==> src/rtl/spi_flash_id_responder.sv <==
module spi_flash_id_responder #(
  parameter logic [7:0] MEM_TYPE  = 8'h20,
  parameter bit         CP_FLAG   = 1'b0,
  parameter bit         SRWD_FLAG = 1'b0,
  parameter logic [7:0] OP_JEDEC  = 8'h9F,
  parameter logic [7:0] OP_STATUS = 8'h05,
  parameter logic [7:0] OP_IDPAIR = 8'h90,
  parameter logic [7:0] OP_WREN   = 8'h06,
  parameter logic [7:0] OP_WRDI   = 8'h04,
  parameter logic [7:0] IDLE_BYTE = 8'hFF
) (
  input  logic       clk,
  input  logic       rst_n,
  input  logic       cs_n,
  input  logic       rx_valid,
  input  logic [7:0] rx_byte,
  input  logic [7:0] mfr_id,
  input  logic [7:0] dev_id,
  input  logic [3:0] bp_bits,
  input  logic       busy,
  output logic [7:0] tx_byte
);

  typedef enum logic [2:0] {
    S_OPC, S_JID, S_STAT, S_DUMMY, S_SEL, S_IDS, S_DONE
  } state_t;

  typedef enum logic [1:0] {P_NONE, P_SET, P_CLR} pend_t;

  state_t      state;
  pend_t       pend;
  logic [1:0]  idx;
  logic        dev_first;
  logic        wel;
  logic        rdsr_active;
  logic [7:0]  status;
  logic [7:0]  first_id, second_id;

  assign status      = {SRWD_FLAG, CP_FLAG, bp_bits, wel, busy};
  assign rdsr_active = (state == S_STAT);
  assign first_id    = dev_first ? dev_id : mfr_id;
  assign second_id   = dev_first ? mfr_id : dev_id;

  always_ff @(posedge clk) begin
    if (!rst_n) begin
      state     <= S_OPC;
      pend      <= P_NONE;
      idx       <= 2'd0;
      dev_first <= 1'b0;
      wel       <= 1'b0;
      tx_byte   <= IDLE_BYTE;
    end else if (cs_n) begin
      state   <= S_OPC;
      idx     <= 2'd0;
      tx_byte <= IDLE_BYTE;
      pend    <= P_NONE;
      if (pend == P_SET) wel <= 1'b1;
      else if (pend == P_CLR) wel <= 1'b0;
    end else if (rx_valid) begin
      case (state)
        S_OPC: begin
          idx <= 2'd0;
          if (rx_byte == OP_JEDEC) begin
            state   <= S_JID;
            tx_byte <= mfr_id;
          end else if (rx_byte == OP_STATUS) begin
            state   <= S_STAT;
            tx_byte <= status;
          end else if (rx_byte == OP_IDPAIR) begin
            state   <= S_DUMMY;
            tx_byte <= IDLE_BYTE;
          end else begin
            state   <= S_DONE;
            tx_byte <= IDLE_BYTE;
            if (rx_byte == OP_WREN) pend <= P_SET;
            else if (rx_byte == OP_WRDI) pend <= P_CLR;
          end
        end
        S_JID: begin
          idx <= idx + 2'd1;
          if (idx == 2'd0) tx_byte <= MEM_TYPE;
          else if (idx == 2'd1) tx_byte <= dev_id;
          else begin
            state   <= S_DONE;
            tx_byte <= IDLE_BYTE;
          end
        end
        S_STAT: tx_byte <= status;
        S_DUMMY: begin
          tx_byte <= IDLE_BYTE;
          if (idx == 2'd1) begin
            state <= S_SEL;
            idx   <= 2'd0;
          end else begin
            idx <= idx + 2'd1;
          end
        end
        S_SEL: begin
          dev_first <= (rx_byte != 8'h00);
          tx_byte   <= (rx_byte != 8'h00) ? dev_id : mfr_id;
          state     <= S_IDS;
          idx       <= 2'd0;
        end
        S_IDS: begin
          if (idx == 2'd0) begin
            tx_byte <= second_id;
            idx     <= 2'd1;
          end else begin
            tx_byte <= IDLE_BYTE;
            state   <= S_DONE;
          end
        end
        default: tx_byte <= IDLE_BYTE;
      endcase
    end
  end

endmodule

==> config.mk <==
export PLATFORM = sky130hd
export DESIGN_NAME = spi_flash_id_responder
export DESIGN_NICKNAME = d
export VERILOG_FILES = /design/src/rtl/spi_flash_id_responder.sv
export SDC_FILE = /design/constraint.sdc
export NUM_CORES = 1
export LEC_CHECK = 0
export BUFFER_PORTS_ARGS = -buffer_cell sky130_fd_sc_hd__clkbuf_2
export CORE_MARGIN = 2
export CORE_UTILIZATION = 52
export CTS_CLUSTER_SIZE = 20
export DETAILED_ROUTE_END_ITERATION = 10
export PLACE_DENSITY_LB_ADDON = 0.15
export SKIP_LAST_GASP = 1
export SYNTH_ARGS = -nofsm -noshare
export SYNTH_HDL_FRONTEND = slang
export SYNTH_SLANG_ARGS = --single-unit
==> constraint.sdc <==
create_clock -name clk -period 1.86 [get_ports clk]
set_input_delay 0.372 -clock clk [delete_from_list [all_inputs] [get_ports clk]]
set_output_delay 0.372 -clock clk [all_outputs]
set_load 0.02 [all_outputs]
* Word-level counts from Yosys, hierarchy flattened *
Index checks and enable logic that the tools add are counted.

storage, ports and cells
  bits in registers = 17
  input bits = 33

operators by class
  add/subtract/negate cells = 1
  equality and inequality tests = 18
  muxes and demuxes = 23
  bitwise operators = 5
  reduce and logical (&&, ||, !) cells = 14

operator list
  operator                                                               count
  8-bit two-way mux                                                      7
  8-bit case mux with 5 select lines                                     1
  8-bit by 3-bit equality test with 1-bit output, second input constant  3
  3-bit two-way mux                                                      7
  8-bit equality test, second input constant                             2
  3-bit case mux with 5 select lines                                     1
  6-bit AND reduction                                                    2
  2-bit inequality test, second input constant                           5
  2-bit two-way mux                                                      4
  2-bit case mux with 4 select lines                                     1
  8-bit nonzero test                                                     1
  3-bit by 2-bit equality test with 1-bit output, second input constant  2
  3-bit equality test, second input constant                             2
  3-bit AND reduction                                                    2
  1-bit inverter                                                         5
  5-bit nonzero test                                                     1
  2-bit by 1-bit equality test with 1-bit output, second input constant  2
  2-bit nonzero test                                                     2
  4-bit nonzero test                                                     1
  2-bit OR reduction                                                     2
  3-bit by 1-bit equality test with 1-bit output, second input constant  1
  3-bit logical NOT                                                      1
  2-bit by 1-bit adder with 2-bit output, second input constant          1
  2-bit equality test, second input constant                             1
  other kinds (3)                                                        4

* Depth between registers and ports, before layout *
Gate-level depths: netlist (run 1).

  word-level depth = 5
  mapped depth = 7
  gate-level depth less buffers = 7

* Least setup slack after synthesis (run 1) *
Ideal clock, no wire load.

  kind = flip-flop to flip-flop
  from = register idx[0]
  to = register tx_byte[1]
  library setup time = 0.069 ns
  arrival time = 1.544 ns
  data required time = 1.791 ns
  slack = 0.247 ns
  stages on the path, launching flop included = 8
  buffers on the path = 0
  period minus slack after synthesis = 1.613 ns
  cells stage by stage = dfxtp_1 -> inv_1 -> ha_1 -> or4b_4 -> a21oi_1 -> nor3_1 -> o211a_1 -> o21ai_1

between the ends
  cells in the longest elaborated chain, start to end = 4
  elaborated cells on any way between the ends = 6

ends and longest elaborated chain
  element                                         line  source
  from (decl)                                     32    logic [1:0] idx;
  from (signal assigned)                          80    idx <= idx + 2'd1;
  from (signal assigned)                          95    idx <= idx + 2'd1;
  2-bit by 1-bit equality test with 1-bit output  82    else if (idx == 2'd1) tx_byte <= dev_id;
  8-bit two-way mux                               82
  8-bit two-way mux                               81    if (idx == 2'd0) tx_byte <= MEM_TYPE;
  8-bit case mux with 5 select lines *            60    case (state)
  to (signal assigned)                            65    tx_byte <= mfr_id;
  to (signal assigned)                            82
  to (signal assigned)                            88    S_STAT: tx_byte <= status;
  to (decl)                                       21    output logic [7:0] tx_byte

Mark *: on every way between the ends. The rest lies on a longest branch, timed or not.
A chain may end at the register's enable or synchronous reset.

* Worst setup path after layout (run 1) *
  from = register idx[0]
  to = register tx_byte[3]

Same word-level chain as after synthesis.

==> results of run 1 <==
## through the flow
stage / hold slack (ps) / power [mW] / instance area (um2)
after floorplan: 440 / 0.518 / 1520
after global placement: 450 / 0.607 / 1770
after detailed placement: 471 / 0.615 / 1770
after CTS: 326 / 0.828 / 1800
after global routing: 326 / 0.870 / 1800
final: 329 / 0.829 / 1800
## Yosys cell counts (all sizes together), types with 2 or more instances
| library cell | n | area (um2) |
|---|---|---|
| inv | 11 | 41.3 |
| nand3 | 8 | 40.0 |
| nand2b | 4 | 25.0 |
| o21ai | 17 | 85.1 |
| a21oi | 21 | 105 |
| o211ai | 2 | 15.0 |
| ha | 4 | 50.1 |
| o221ai | 6 | 52.6 |
| buf | 7 | 32.5 |
| nor2b | 6 | 37.5 |
| and2 | 3 | 18.8 |
| o22ai | 3 | 18.8 |
| clkbuf | 4 | 16.3 |
| o211a | 6 | 60.1 |
| nor4 | 2 | 42.5 |
| nand4 | 2 | 18.8 |
| o32a | 2 | 20.0 |
| dfxtp | 17 | 340 |
| mux2i | 15 | 150 |
| nor3 | 8 | 51.3 |
| a211oi | 5 | 37.5 |
| nand2 | 20 | 82.6 |
| nor2 | 14 | 52.6 |
## power groups by stage
| stage | Clock, mW | Combinational, mW | Sequential [mW] |
|---|---|---|---|
| 6_report | 0.218 | 0.225 | 0.386 |
| 3_5_place_dp | 0 | 0.221 | 0.393 |
| 5_1_grt | 0.234 | 0.248 | 0.388 |
| 4_1_cts | 0.220 | 0.223 | 0.385 |
| 2_1_floorplan | 0 | 0.125 | 0.394 |
| 3_3_place_gp | 0 | 0.214 | 0.393 |
## logic make-up after synthesis
family	after synthesis	share of synthesized area [%]
and+or+nand+nor	72	27.5
AOI/OAI and AO/OA	69	30.1
buffers and inverters	22	5.95
DFF	17	22.5
muxes	16	10.7
adders and majority gates	4	3.30
## worst min-delay path by stage
stage,cells after the start,to,from,slack (ps)
2_1_floorplan,2,pend[1]$_SDFFE_PP0P_,pend[1]$_SDFFE_PP0P_,440
3_3_place_gp,2,pend[0]$_SDFFE_PP0P_,pend[0]$_SDFFE_PP0P_,450
3_5_place_dp,2,pend[0]$_SDFFE_PP0P_,pend[0]$_SDFFE_PP0P_,470
4_1_cts,2,dev_first$_SDFFE_PN0P_,rst_n,330
5_1_grt,2,dev_first$_SDFFE_PN0P_,rst_n,330
6_report,2,dev_first$_SDFFE_PN0P_,rst_n,330
## state kept, by name (all words and copies together) (netlist names)
| register | cells |
|---|---|
| tx_byte | 8 |
| state | 3 |
| idx | 2 |
| pend | 2 |
| dev_first | 1 |
| wel | 1 |
## final cells by class
type / count / area share [%]
clock buffer: 4 / 1.46
inverter: 11 / 2.29
multi-input combinational: 161 / 60.3
sequential: 17 / 18.9
tap: 31 / 2.15
timing repair buffer: 49 / 14.9
## worst max-delay path, cell delays in order (launching register included)
cell and delay, ps:
dfxtp_2 360, inv_1 70, ha_2 240, or4b_4 540
a21oi_1 150, nor3_1 60, o211a_1 110, o21ai_1 120
## per-layer routing
metal	track usage, %	up-vias	part of all wire (%)
met5	0	-	0
met4	10.3	0	0.82
met3	3.13	4	6.5
met2	48.1	69	50
met1	34.8	816	43
li1	-	827	-
==> reports/results.ini, run 1 <==
[run_status]
status = finished, final reports clean

[place]
dpl.hpwl_mm = 3.12
place_congestion = 0.875
dp.cells = 269
portBuffers = 40
place_ws_ps = 70.9

[global_routing]
grt_use_total_pct = 27.6
grt_pass1_wl_mm = 7.19
grt_max_degree = 26
grt_pass1_vias = 1606
grt_overflow = 0
grt_antenna_before_repair = 0

[cts]
clkTransAtPathRegs_ps = 120
cts_root_buf = clkbuf_4
max-clock-path-buffers = 2
clk_latency_ps = 300
cts_made_buffers = 3
cts_tree = built
htree_levels = 1
cts_num_sinks = 17
cts_resized = 0
cts_setup_buffers = 0
hold_buffers = 0

[yosys]
ys.flop_type = dfxtp_1
avgSynthCellArea_um2 = 7.58
synth-seq-cells = 17
synthCells = 200
synth_fp_nets = 237
ys_types = 42
synthArstFlopShare_pct = 0
yosysSeqAreaShare_pct = 22.5
synth-edff-count = 0
synth_warnings = 0
synth_area_mm2 = 0.00152

[route]
via_count = 1716
drtPass1Iterations = 5
vias_per_cell = 6.29
routed_wl_mm = 4.27
drtIter0Drc = 119
drc = 0
ant_nets = 0
wl_per_cell_um = 15.7

[power]
combPwrFrac_pct = 27.2
swShare_pct = 33.2
power_frac_seq_pct = 46.5
ir_worst_vdd_mv = 0.380
pwr_density_cell_mw_per_mm2 = 460
p_int_mw = 0.554
p_sw_mw = 0.275
p_clk_share_pct = 26.3
power_leakage_nw = 0.817

[finish]
multi_input_area_mm2 = 0.00109
post-route-util_pct = 65.4
stdcell_count = 273
regArea_um2 = 342
fillers = 244
nets = 280
drive_gt1_share_pct = 26.4
n_antenna_cell = 0
syn2layout_area_growth_pct = 19.0
final_common_cell = clkbuf_2
mostFrequentLayoutCells = clkbuf_2, a21oi_1, nand2_1, dfxtp_1, mux2i_1

[worst_setup_path]
r2r_end = tx_byte[3]$_SDFFE_PP1P_
crit_type = register to register
r2r_start = idx[0]$_SDFFE_PP0P_
cp-startpoint = idx[0]$_SDFFE_PP0P_
critPathCapture = tx_byte[3]$_SDFFE_PP1P_
reg2reg_depth = 7
cp_max_fo = 8
setup.worst_path.end_class = register
crit_path_start_kind = register
r2r_slack_ps = 130
cp.arrival_ps = 1970
worst-endpoint-required_ps = 2100

[floorplan]
fp.dieW_um = 58.0
floorplan.initialDensity_pct = 54.9
die_h_um = 58.0
fp-row-count = 19
ios = 41
dieArea_mm2 = 0.00336
core_area_mm2 = 0.00276

[timing]
maxSlewViolCount = 0
max_clock_freq_mhz = 578
tns_ps = 0
post-route-min-period_ps = 1730
maxSlewHeadroom_pct = 63.1
timing.final.ws_setup_ps = 129
setup_violations = 0
rsz0062_at_grt = false
skew_ps = 8.22
finalCritPeriodShare_pct = 93.1
tightest_slew_ps = 552
hold_viol_final = 0

[hold_path]
hold_class = input port to register

[job]
drv_cap = 0

No activity file was read; power rests on OpenSTA's default activity.
==> run 2: changes to the inputs <==
PLACE_DENSITY_LB_ADDON = 0.3   (was 0.15)
==> reports/results.ini, run 2 (synthesis results as in run 1) <==
[route]
vias_per_cell = 6.21  ; -1.1%
wl_per_cell_um = 14.6  ; -7.0%
via_count = 1709  ; -0.41%
drtPass1Iterations = 5  ; unchanged
drtIter0Drc = 117  ; -1.7%
ant_nets = 0  ; unchanged
routed_wl_mm = 4.00  ; -6.3%
drc = 0  ; unchanged

[cts]
cts_root_buf = clkbuf_4
cts_num_sinks = 17  ; unchanged
clkTransAtPathRegs_ps = 100  ; -20 ps
cts_tree = built
cts_resized = 0  ; unchanged
cts_setup_buffers = 0  ; unchanged
cts_made_buffers = 3  ; unchanged
clk_latency_ps = 290  ; about the same
htree_levels = 1  ; unchanged
max-clock-path-buffers = 2  ; unchanged
hold_buffers = 0  ; unchanged

[worst_setup_path]
reg2reg_depth = 7  ; unchanged
critPathCapture = tx_byte[3]$_SDFFE_PP1P_
r2r_end = tx_byte[3]$_SDFFE_PP1P_
r2r_slack_ps = 120  ; about the same
crit_path_start_kind = register
worst-endpoint-required_ps = 2090  ; about the same
slowest_stage = or4b_4
crit_path_cell_trace = inv_1 > ha_2 > or4b_4 > a21oi_1 > nor3_1 > o211a_1 > o21ai_1
r2r_start = idx[0]$_SDFFE_PP0P_
crit_type = register to register
setup.worst_path.end_class = register
max_stage_delay_ps = 540  ; about the same
cp_max_fo = 8  ; unchanged
cp.arrival_ps = 1970  ; about the same
cp-startpoint = idx[0]$_SDFFE_PP0P_

[hold_path]
hold_class = input port to register

[floorplan]
floorplan.initialDensity_pct = 54.9  ; unchanged
core_area_mm2 = 0.00276  ; unchanged
fp-row-count = 19  ; unchanged
ios = 41  ; unchanged
dieArea_mm2 = 0.00336  ; unchanged
fp.dieW_um = 58.0  ; unchanged
die_h_um = 58.0  ; unchanged

[timing]
maxSlewViolCount = 0  ; unchanged
finalCritPeriodShare_pct = 93.6  ; +0.57 points
fin_hold_ws_ps = 328  ; -1.27 ps
hold_viol_final = 0  ; unchanged
setup_violations = 0  ; unchanged
timing.final.ws_setup_ps = 119  ; -10.5 ps
rsz0062_at_grt = false
max_clock_freq_mhz = 574  ; -0.61%
tns_ps = 0  ; unchanged
maxSlewHeadroom_pct = 64.3  ; +1.2 points
post-route-min-period_ps = 1740  ; +10.5 ps
skew_ps = 5.82  ; -2.40 ps
tightest_slew_ps = 535  ; -17.5 ps

[finish]
syn2layout_area_growth_pct = 19.9
drive_gt1_share_pct = 26.6  ; +0.19 points
nets = 282  ; +0.71%
top_regs = tx_byte (8), state (3)
n_antenna_cell = 0  ; unchanged
mostFrequentLayoutCells = clkbuf_2, a21oi_1, nand2_1, dfxtp_1, mux2i_1
top_register = tx_byte
post-route-util_pct = 65.9  ; +0.50 points
final_common_cell = clkbuf_2
fillers = 261  ; +7.0%
largest_reg_flops = 8  ; unchanged

[place]
place_ws_ps = 63.5  ; -7.34 ps
place_congestion = 0.950  ; +8.6%
dpl.hpwl_mm = 2.97  ; -5.0%
portBuffers = 40  ; unchanged

[global_routing]
grt_pass1_vias = 1482  ; -7.7%
grt_overflow = 0  ; unchanged
grt_use_total_pct = 24.9  ; -2.6 points
grt_max_degree = 26  ; unchanged
grt_pass1_wl_mm = 6.62  ; -8.0%
grt_antenna_before_repair = 0  ; unchanged

[power]
power_mw = 0.818  ; -1.4%
pwr_density_cell_mw_per_mm2 = 450  ; -2.2%
ir_worst_vdd_mv = 0.374  ; -1.8%
power_leakage_nw = 0.825  ; +0.97%

[run_status]
status = finished, final reports clean

[job]
drv_cap = 0  ; unchanged

-- run 2: cell types whose count changed in the layout (fill, tap and decap cells not counted), sizes merged --
cell / previous run / this run
buf: 9 / 11
-- run 2: metrics by stage --
step / cell area [um2] / cells
after floorplan: 1520 / 200
after global placement: 1790 / 271
after detailed placement: 1790 / 271
after CTS: 1810 / 275
after global routing: 1820 / 275
final: 1820 / 275
-- run 2: worst min-delay path by stage --
stage          slack [ps]                  from                endpoint  cells past startpoint
2_1_floorplan         440  pend[1]$_SDFFE_PP0P_    pend[1]$_SDFFE_PP0P_                      2
3_3_place_gp          460  pend[0]$_SDFFE_PP0P_    pend[0]$_SDFFE_PP0P_                      2
3_5_place_dp          460  pend[0]$_SDFFE_PP0P_    pend[0]$_SDFFE_PP0P_                      2
4_1_cts               320                 rst_n  dev_first$_SDFFE_PN0P_                      2
5_1_grt               310                 rst_n  dev_first$_SDFFE_PN0P_                      2
6_report              330                 rst_n  dev_first$_SDFFE_PN0P_                      2
-- run 2: metal layers --
metal | wire length (um) | up-vias | global-route usage [%]
met3 | 332 | 8 | 4.24
li1 | - | 836 | -
met4 | 68 | 0 | 8.31
met1 | 1820 | 788 | 34.3
met2 | 1790 | 77 | 39.6
met5 | 0 | - | 0
-- run 2: power breakdown --
part	internal, mW	switching, mW	leakage, nW
sequential	0.373	0.0140	0.138
clock	0.0835	0.120	0.0150
combinational	0.102	0.126	0.672
-- run 2: critical path, delay by kind of cell (launching register included) --
kind	cells	cell delay (ps)
and+or+nand+nor	2	600
buffers and inverters	1	90
DFF	1	370
adders and majority gates	1	240
AOI/OAI and AO/OA	3	380
-- run 2: layout make-up --
class                      instances  area [um2]  area share, %
sequential                        17         340           18.7
clock buffer                       4        26.3           1.45
timing repair buffer              51         283           15.6
multi-input combinational        161        1090           59.8
tap                               31        38.8           2.13
inverter                          11        41.3           2.27
